==> src/rtl/env_drv_pkg.sv <==
// Package env_drv_pkg
// Shared default geometry for the envelope driver and the bank load modes.
// Assumes the code width splits into a row field and a column field.
package env_drv_pkg;
    localparam int DEF_CODE_W      = 6;
    localparam int DEF_COL_W       = 3;
    localparam int DEF_BANKS       = 4;
    localparam int DEF_DELAY_DEPTH = 15;
    localparam int DEF_DELAY_SEL_W = 4;

    typedef enum logic {
        LOAD_STAGGERED = 1'b0,
        LOAD_TOGETHER  = 1'b1
    } load_mode_e;
endpackage

==> src/rtl/env_delay_line.sv <==
// Module env_delay_line
// Holds the envelope code back by a whole number of sample periods.
// The stages shift on each sample strobe. The tap is chosen by a setting
// that is captured only while reset is asserted. A setting of zero passes
// the input straight through. Assumes DEPTH >= 1.
module env_delay_line #(
    parameter int CODE_W = 6,
    parameter int DEPTH  = 15,
    parameter int SEL_W  = 4
) (
    input  logic              clk,
    input  logic              rst_n,
    input  logic              shift_en,
    input  logic [SEL_W-1:0]  sel_cfg,
    input  logic [CODE_W-1:0] din,
    output logic [CODE_W-1:0] dout
);
    logic [SEL_W-1:0]  sel_q;
    logic [SEL_W-1:0]  sel_eff;
    logic [CODE_W-1:0] stage_q [DEPTH];

    // Capture the delay setting only during reset.
    always_ff @(posedge clk) begin
        if (!rst_n) begin
            sel_q <= sel_cfg;
        end
    end

    // Clamp a setting beyond the built depth to the deepest tap.
    always_comb begin
        if (int'(sel_q) > DEPTH) begin
            sel_eff = SEL_W'(DEPTH);
        end else begin
            sel_eff = sel_q;
        end
    end

    genvar gi;
    generate
        for (gi = 0; gi < DEPTH; gi++) begin : g_stage
            if (gi == 0) begin : g_head
                // First stage takes the live code on each strobe.
                always_ff @(posedge clk) begin
                    if (!rst_n) begin
                        stage_q[gi] <= '0;
                    end else if (shift_en) begin
                        stage_q[gi] <= din;
                    end
                end
            end else begin : g_body
                // Later stages take their neighbour's value on each strobe.
                always_ff @(posedge clk) begin
                    if (!rst_n) begin
                        stage_q[gi] <= '0;
                    end else if (shift_en) begin
                        stage_q[gi] <= stage_q[gi-1];
                    end
                end
            end
        end
    endgenerate

    // Select the tap that matches the captured setting.
    always_comb begin
        dout = din;
        for (int i = 0; i < DEPTH; i++) begin
            if (sel_eff == SEL_W'(i + 1)) begin
                dout = stage_q[i];
            end
        end
    end
endmodule

==> src/rtl/env_phase_seq.sv <==
// Module env_phase_seq
// Fast-cycle phase counter that restarts on each sample strobe and chooses
// which bank loads the held code on each edge. In together mode every bank
// loads at phase zero. Assumes BANKS >= 2.
module env_phase_seq
    import env_drv_pkg::*;
#(
    parameter int BANKS = 4,
    localparam int PH_W = $clog2(BANKS)
) (
    input  logic             clk,
    input  logic             rst_n,
    input  logic             restart,
    input  load_mode_e       mode,
    output logic [BANKS-1:0] load
);
    logic [PH_W-1:0] ph_q;

    // Count fast cycles within a sample period; restart on the strobe.
    always_ff @(posedge clk) begin
        if (!rst_n) begin
            ph_q <= '0;
        end else if (restart) begin
            ph_q <= '0;
        end else if (ph_q == PH_W'(BANKS - 1)) begin
            ph_q <= '0;
        end else begin
            ph_q <= ph_q + 1'b1;
        end
    end

    genvar gb;
    generate
        for (gb = 0; gb < BANKS; gb++) begin : g_load
            // A bank loads on its own phase, or on phase zero in together mode.
            assign load[gb] = (mode == LOAD_TOGETHER) ? (ph_q == '0)
                                                      : (ph_q == PH_W'(gb));
        end
    endgenerate
endmodule

==> src/rtl/env_therm_bank.sv <==
// Module env_therm_bank
// One bank of unit-cell enables. The incoming code is decoded as a
// row/column thermometer: the upper bits give the fully-on rows and the
// lower bits fill the next row. The decoded pattern is registered on load,
// so the enables leave the bank straight from flops. Count equals the
// loaded code.
module env_therm_bank #(
    parameter int CODE_W = 6,
    parameter int COL_W  = 3,
    localparam int ROW_W = CODE_W - COL_W,
    localparam int NROW  = 1 << ROW_W,
    localparam int NCOL  = 1 << COL_W,
    localparam int CELLS = NROW * NCOL
) (
    input  logic              clk,
    input  logic              rst_n,
    input  logic              load,
    input  logic [CODE_W-1:0] code_in,
    output logic [CELLS-1:0]  en,
    output logic [CODE_W-1:0] count
);
    logic [ROW_W-1:0]  rows;
    logic [COL_W-1:0]  cols;
    logic [NROW-1:0]   row_full;
    logic [NROW-1:0]   row_part;
    logic [NCOL-1:0]   col_on;
    logic [CELLS-1:0]  dec;
    logic [CELLS-1:0]  en_q;
    logic [CODE_W-1:0] code_q;

    assign rows = code_in[CODE_W-1 -: ROW_W];
    assign cols = code_in[COL_W-1:0];

    genvar gr, gc;
    generate
        for (gr = 0; gr < NROW; gr++) begin : g_row
            // Row thermometer: fully-on rows and the single partial row.
            assign row_full[gr] = (rows > ROW_W'(gr));
            assign row_part[gr] = (rows == ROW_W'(gr));
        end
        for (gc = 0; gc < NCOL; gc++) begin : g_col
            // Column thermometer for the partial row.
            assign col_on[gc] = (cols > COL_W'(gc));
        end
        for (gr = 0; gr < NROW; gr++) begin : g_cell_r
            for (gc = 0; gc < NCOL; gc++) begin : g_cell_c
                // A cell is on in a full row, or in the partial row below the column fill.
                assign dec[gr*NCOL + gc] = row_full[gr] | (row_part[gr] & col_on[gc]);
            end
        end
    endgenerate

    // Register the decoded pattern and the code on this bank's load.
    always_ff @(posedge clk) begin
        if (!rst_n) begin
            en_q   <= '0;
            code_q <= '0;
        end else if (load) begin
            en_q   <= dec;
            code_q <= code_in;
        end
    end

    assign en    = en_q;
    assign count = code_q;
endmodule

==> src/rtl/env_interp_driver.sv <==
// Module env_interp_driver
// Top of the four-phase interpolating envelope driver. The code goes
// through the reset-configured delay line. On each strobe the delayed code
// is held, and the phase sequencer then hands it to the banks one fast
// cycle apart. Bypass forces every enable high at the output. The total is
// the sum of the bank counts, or the full cell count in bypass.
// Assumes the clock runs at BANKS times the sample rate.
module env_interp_driver
    import env_drv_pkg::*;
#(
    parameter int CODE_W      = DEF_CODE_W,
    parameter int COL_W       = DEF_COL_W,
    parameter int BANKS       = DEF_BANKS,
    parameter int DELAY_DEPTH = DEF_DELAY_DEPTH,
    parameter int DELAY_SEL_W = DEF_DELAY_SEL_W,
    localparam int CELLS      = 1 << CODE_W,
    localparam int ALL_CELLS  = BANKS * CELLS,
    localparam int TOTAL_W    = $clog2(ALL_CELLS + 1)
) (
    input  logic                   clk,
    input  logic                   rst_n,
    input  logic [CODE_W-1:0]      code_in,
    input  logic                   sample_stb,
    input  logic                   bypass,
    input  logic                   single_phase,
    input  logic [DELAY_SEL_W-1:0] delay_cfg,
    output logic [ALL_CELLS-1:0]   cell_en,
    output logic [TOTAL_W-1:0]     active_total
);
    logic [CODE_W-1:0]    delayed_code;
    logic [CODE_W-1:0]    held_q;
    logic [BANKS-1:0]     bank_load;
    logic [ALL_CELLS-1:0] bank_en;
    logic [CODE_W-1:0]    bank_cnt [BANKS];
    logic [TOTAL_W-1:0]   sum_cnt;
    load_mode_e           mode;

    env_delay_line #(
        .CODE_W (CODE_W),
        .DEPTH  (DELAY_DEPTH),
        .SEL_W  (DELAY_SEL_W)
    ) u_delay (
        .clk      (clk),
        .rst_n    (rst_n),
        .shift_en (sample_stb),
        .sel_cfg  (delay_cfg),
        .din      (code_in),
        .dout     (delayed_code)
    );

    // Hold the delayed code for the whole sample period.
    always_ff @(posedge clk) begin
        if (!rst_n) begin
            held_q <= '0;
        end else if (sample_stb) begin
            held_q <= delayed_code;
        end
    end

    assign mode = single_phase ? LOAD_TOGETHER : LOAD_STAGGERED;

    env_phase_seq #(
        .BANKS (BANKS)
    ) u_phase (
        .clk     (clk),
        .rst_n   (rst_n),
        .restart (sample_stb),
        .mode    (mode),
        .load    (bank_load)
    );

    genvar gb;
    generate
        for (gb = 0; gb < BANKS; gb++) begin : g_bank
            env_therm_bank #(
                .CODE_W (CODE_W),
                .COL_W  (COL_W)
            ) u_bank (
                .clk     (clk),
                .rst_n   (rst_n),
                .load    (bank_load[gb]),
                .code_in (held_q),
                .en      (bank_en[gb*CELLS +: CELLS]),
                .count   (bank_cnt[gb])
            );
        end
    endgenerate

    // Add up the per-bank active-cell counts.
    always_comb begin
        sum_cnt = '0;
        for (int b = 0; b < BANKS; b++) begin
            sum_cnt = sum_cnt + TOTAL_W'(bank_cnt[b]);
        end
    end

    // Apply bypass at the outputs.
    assign cell_en      = bypass ? '1 : bank_en;
    assign active_total = bypass ? TOTAL_W'(ALL_CELLS) : sum_cnt;
endmodule

==> config.mk <==
export PLATFORM = sky130hd
export DESIGN_NAME = env_interp_driver
export DESIGN_NICKNAME = d
export VERILOG_FILES = /design/src/rtl/env_drv_pkg.sv /design/src/rtl/env_delay_line.sv /design/src/rtl/env_phase_seq.sv /design/src/rtl/env_therm_bank.sv /design/src/rtl/env_interp_driver.sv
export SDC_FILE = /design/constraint.sdc
export NUM_CORES = 1
export LEC_CHECK = 0
export ABC_CLOCK_PERIOD_IN_PS = 3200
export BUFFER_PORTS_ARGS = -buffer_cell sky130_fd_sc_hd__buf_2
export CAP_MARGIN = 25
export CORE_ASPECT_RATIO = 1.1
export CORE_UTILIZATION = 50
export CTS_CLUSTER_SIZE = 28
export DETAILED_ROUTE_END_ITERATION = 7
export GPL_ROUTABILITY_DRIVEN = 0
export GPL_TIMING_DRIVEN = 0
export PLACE_DENSITY = 0.85
export SKIP_LAST_GASP = 1
export SYNTH_ARGS = -nofsm -noshare
export SYNTH_HDL_FRONTEND = slang
export SYNTH_SLANG_ARGS = --single-unit
==> constraint.sdc <==
create_clock -name clk -period 3.2 [get_ports clk]
set_input_delay 0.64 -clock clk [delete_from_list [all_inputs] [get_ports clk]]
set_output_delay 0.64 -clock clk [all_outputs]
set_load 0.03 [all_outputs]
==> flow_summary.ini <==
[status]
status = finished, violations left
violations = DRC, setup timing

[cts]
cts_sinks = 382
htree_levels = 2
clkLatencyLatePin_ns = 0.54
cts_buffers = 39
path_clk_slew_ns = 0.06
cts_tree = built
cts-root-buf = clkbuf_16
clockBufferDepth = 3

[placed_design]
port_buffers = 276
post_dp_cell_area_mm2 = 0.01938
post-place-cells = 2660
dpl.hpwl_mm = 42.00

[layout]
fin_cells = 2734
layout-drive-gt1-share = 0.3020
final_area_mm2 = 0.02078
area_growth_syn_to_layout_pct = 19.41
fin_nets = 2304

[setup_path]
cp_data_required_time_ns = 2.56
timing.rr.end = g_bank[1].u_bank.count[1]
slowest_stage = fa_1
reg2reg_depth = 8
critical-path-max-stage-delay_ns = 0.58
crit_start = g_bank[0].u_bank.count[2]
reg2reg_from = u_phase.ph_q[0]
path_cells = inv_2 > fa_1 > fa_1 > inv_2 > fa_2 > a21o_1 > a21oi_2 > nor2b_2 > o21ai_2 > a21oi_2 > buf_6
timing_worst_setup_path_type = reg2out
arrival_ns = 3.29
reg2reg_slack_ns = 0.73
worstSetupStartpointType = flip-flop
worst-path-max-fanout = 2
critPathCaptureType = output pin

[synthesis]
synth_edf_count = 94
syn_inst = 1945
synth_most_common_cell = dfxtp_1
yosys.area.top_type = dfxtp_1
synthArstFlopShare = 0
yosys_warnings = 0
ys_types = 63
synth.top_cell.area_share = 0.3313
synth.area.top_cells = dfxtp_1, edfxtp_1, or2_2, a211oi_1, nor2_1
ys_seq_area_frac = 0.4936
synth_common_cells = dfxtp_1, or2_2, nor2_1, nand2_1, a21oi_1
netlist_area_mm2 = 0.01740
syn-num-nets = 1983
ys.flop_type = dfxtp_1
avgSynthCellArea_um2 = 8.946
ys_ff_latch = 382

[power]
ir_drop_v = 0.0004801
power_leakage_nw = 8.925
power_density_mw_per_mm2 = 602.9

[sta]
rsz0062_at_grt = yes
setup_viol = 6
finalCritPeriodShare = 1.227
max_freq_mhz = 254.6
finalHoldViolCount = 0
setup_slack_ns = -0.7271
slew_headroom = 0.3693
hold_slack_ns = 0.2913
skew_ns = 0.02365
worst_pin_slew_ns = 0.9441
fin_crit_ns = 3.927
final_max_slew_viol_count = 0

[min_path]
holdPathStages = 1
hold_end = u_delay.sel_eff[2]
hold_class = in2reg
min_from = delay_cfg[2]

[floorplanning]
die_area_mm2 = 0.03555
fp-row-count = 71
ios = 280
die_w_um = 179.9
initial_utilization = 0.5088
core_mm2 = 0.03420
die_h_um = 197.7

[drt]
vias_per_cell = 5.982
postRouteAntennaNets = 0
wl_mm = 57.66
drc_errors = 149
dr.first_iter.drc_count = 1958
routed-via-count = 16360
post_drt_wl_per_cell_um = 21.09
drtPass1Iterations = 8

[grt]
grt_pass1_vias = 15600
grt_pass1_wl_mm = 86.71
antenna_found_initial = 1
grt_max_degree = 49
grt_overflow = 0
grt_usage = 0.3139

[run]
drv_cap = 0
layout make-up:
class,instances,area [µm²]
diodes,1,2.502
multi-input cells,1354,8019
repair buffers,280,1456
plain buffers,174,745.7
flip-flops and latches,382,8594
clock buffers,53,1111
fillers,2790,13420
inverters,35,135.1
well taps,438,548.0
clock inverters,17,165.2
through the flow:
| stage | worst slack, ns | util | power, mW | TNS (ns) |
|---|---|---|---|---|
| 6_report | -0.7271 | 0.6075 | 12.53 | -3.709 |
| 5_1_grt | -0.8150 | 0.6074 | 12.86 | -4.295 |
| 4_1_cts | -0.8018 | 0.6061 | 12.43 | -4.055 |
| 3_5_place_dp | -0.3069 | 0.5666 | 7.953 | -16.12 |
| 3_3_place_gp | -0.9459 | 0.5661 | 7.889 | -86.37 |
| 2_1_floorplan | -0.002171 | - | 7.156 | -0.002171 |
layout by cell type (no fill, tap or decap), types with 94 or more instances in the layout:
cell | Yosys | layout
a21oi_1 | 148 | 145
dfxtp_1 | 288 | 283
clkbuf_1 | 122 | 128
nand2_1 | 223 | 223
buf_2 | 43 | 312
edfxtp_1 | 94 | 94
and3_1 | 94 | 94
nor2_1 | 234 | 233
a211oi_1 | 129 | 129
or2_2 | 258 | 258
flip-flops by register name, indices dropped and copies added, names as in the netlist:
| signal | cells |
|---|---|
| g_bank.u_bank.count | 24 |
| held_q | 6 |
| u_phase.ph_q | 2 |
| g_bank.u_bank.en | 256 |
| u_delay.stage_q | 90 |
| u_delay.sel_eff | 4 |
where the power goes:
| part | switching (mW) | internal [mW] | total, mW |
|---|---|---|---|
| Combinational | 1.78 | 0.768 | 2.55 |
| Sequential | 0.178 | 5.24 | 5.42 |
| Clock | 1.94 | 2.62 | 4.56 |
| Total | 3.90 | 8.63 | 12.5 |
logic make-up (layout without fill, tap and decap cells):
family,Yosys count,after routing,synth area share
mux,53,53,0.03516
simple gates,897,897,0.2580
other cells,0,1,0
buf+inv,209,559,0.05041
flops,382,382,0.4936
xor+xnor,2,2,0.001007
fa+ha+maj,23,23,0.02172
compound gates,379,379,0.1401
routing by layer:
metal  vias to the layer above  track usage  wire [µm]
met5                         -            0          0
met2                      1162       0.5214      26490
met1                      7631       0.3737      21060
met3                       307      0.06232       6009
met4                         0       0.2018       4093
li1                       7256            -          -
worst max-delay path by stage:
| stage | to | slack, ns | depth (start not counted) |
|---|---|---|---|
| CTS | active_total[7] | -0.80 | 12 |
| detailed placement | active_total[7] | -0.31 | 12 |
| finish | active_total[7] | -0.73 | 11 |
| global placement | u_delay.stage_q[0][4] | -0.95 | 3 |
| floorplan | active_total[5] | -0.002 | 10 |
| global route | active_total[7] | -0.82 | 12 |
worst max-delay path, delay by kind of cell (launching register included):
family | cells | cell delay (ns)
AO/OA/AOI/OAI | 4 | 0.58
adder cells (fa/ha/maj) | 3 | 1.48
buffers and inverters | 3 | 0.29
flip-flops | 1 | 0.34
AND/OR/NAND/NOR | 1 | 0.08
timing repair:
action	4_1_cts	5_1_grt
gates resized for setup	19	14
hold buffers	0	0
buffers inserted	2	1
pin swaps	9	12
setup endpoints to repair	7	7
Note: power is estimated with default switching activity, not from simulation.
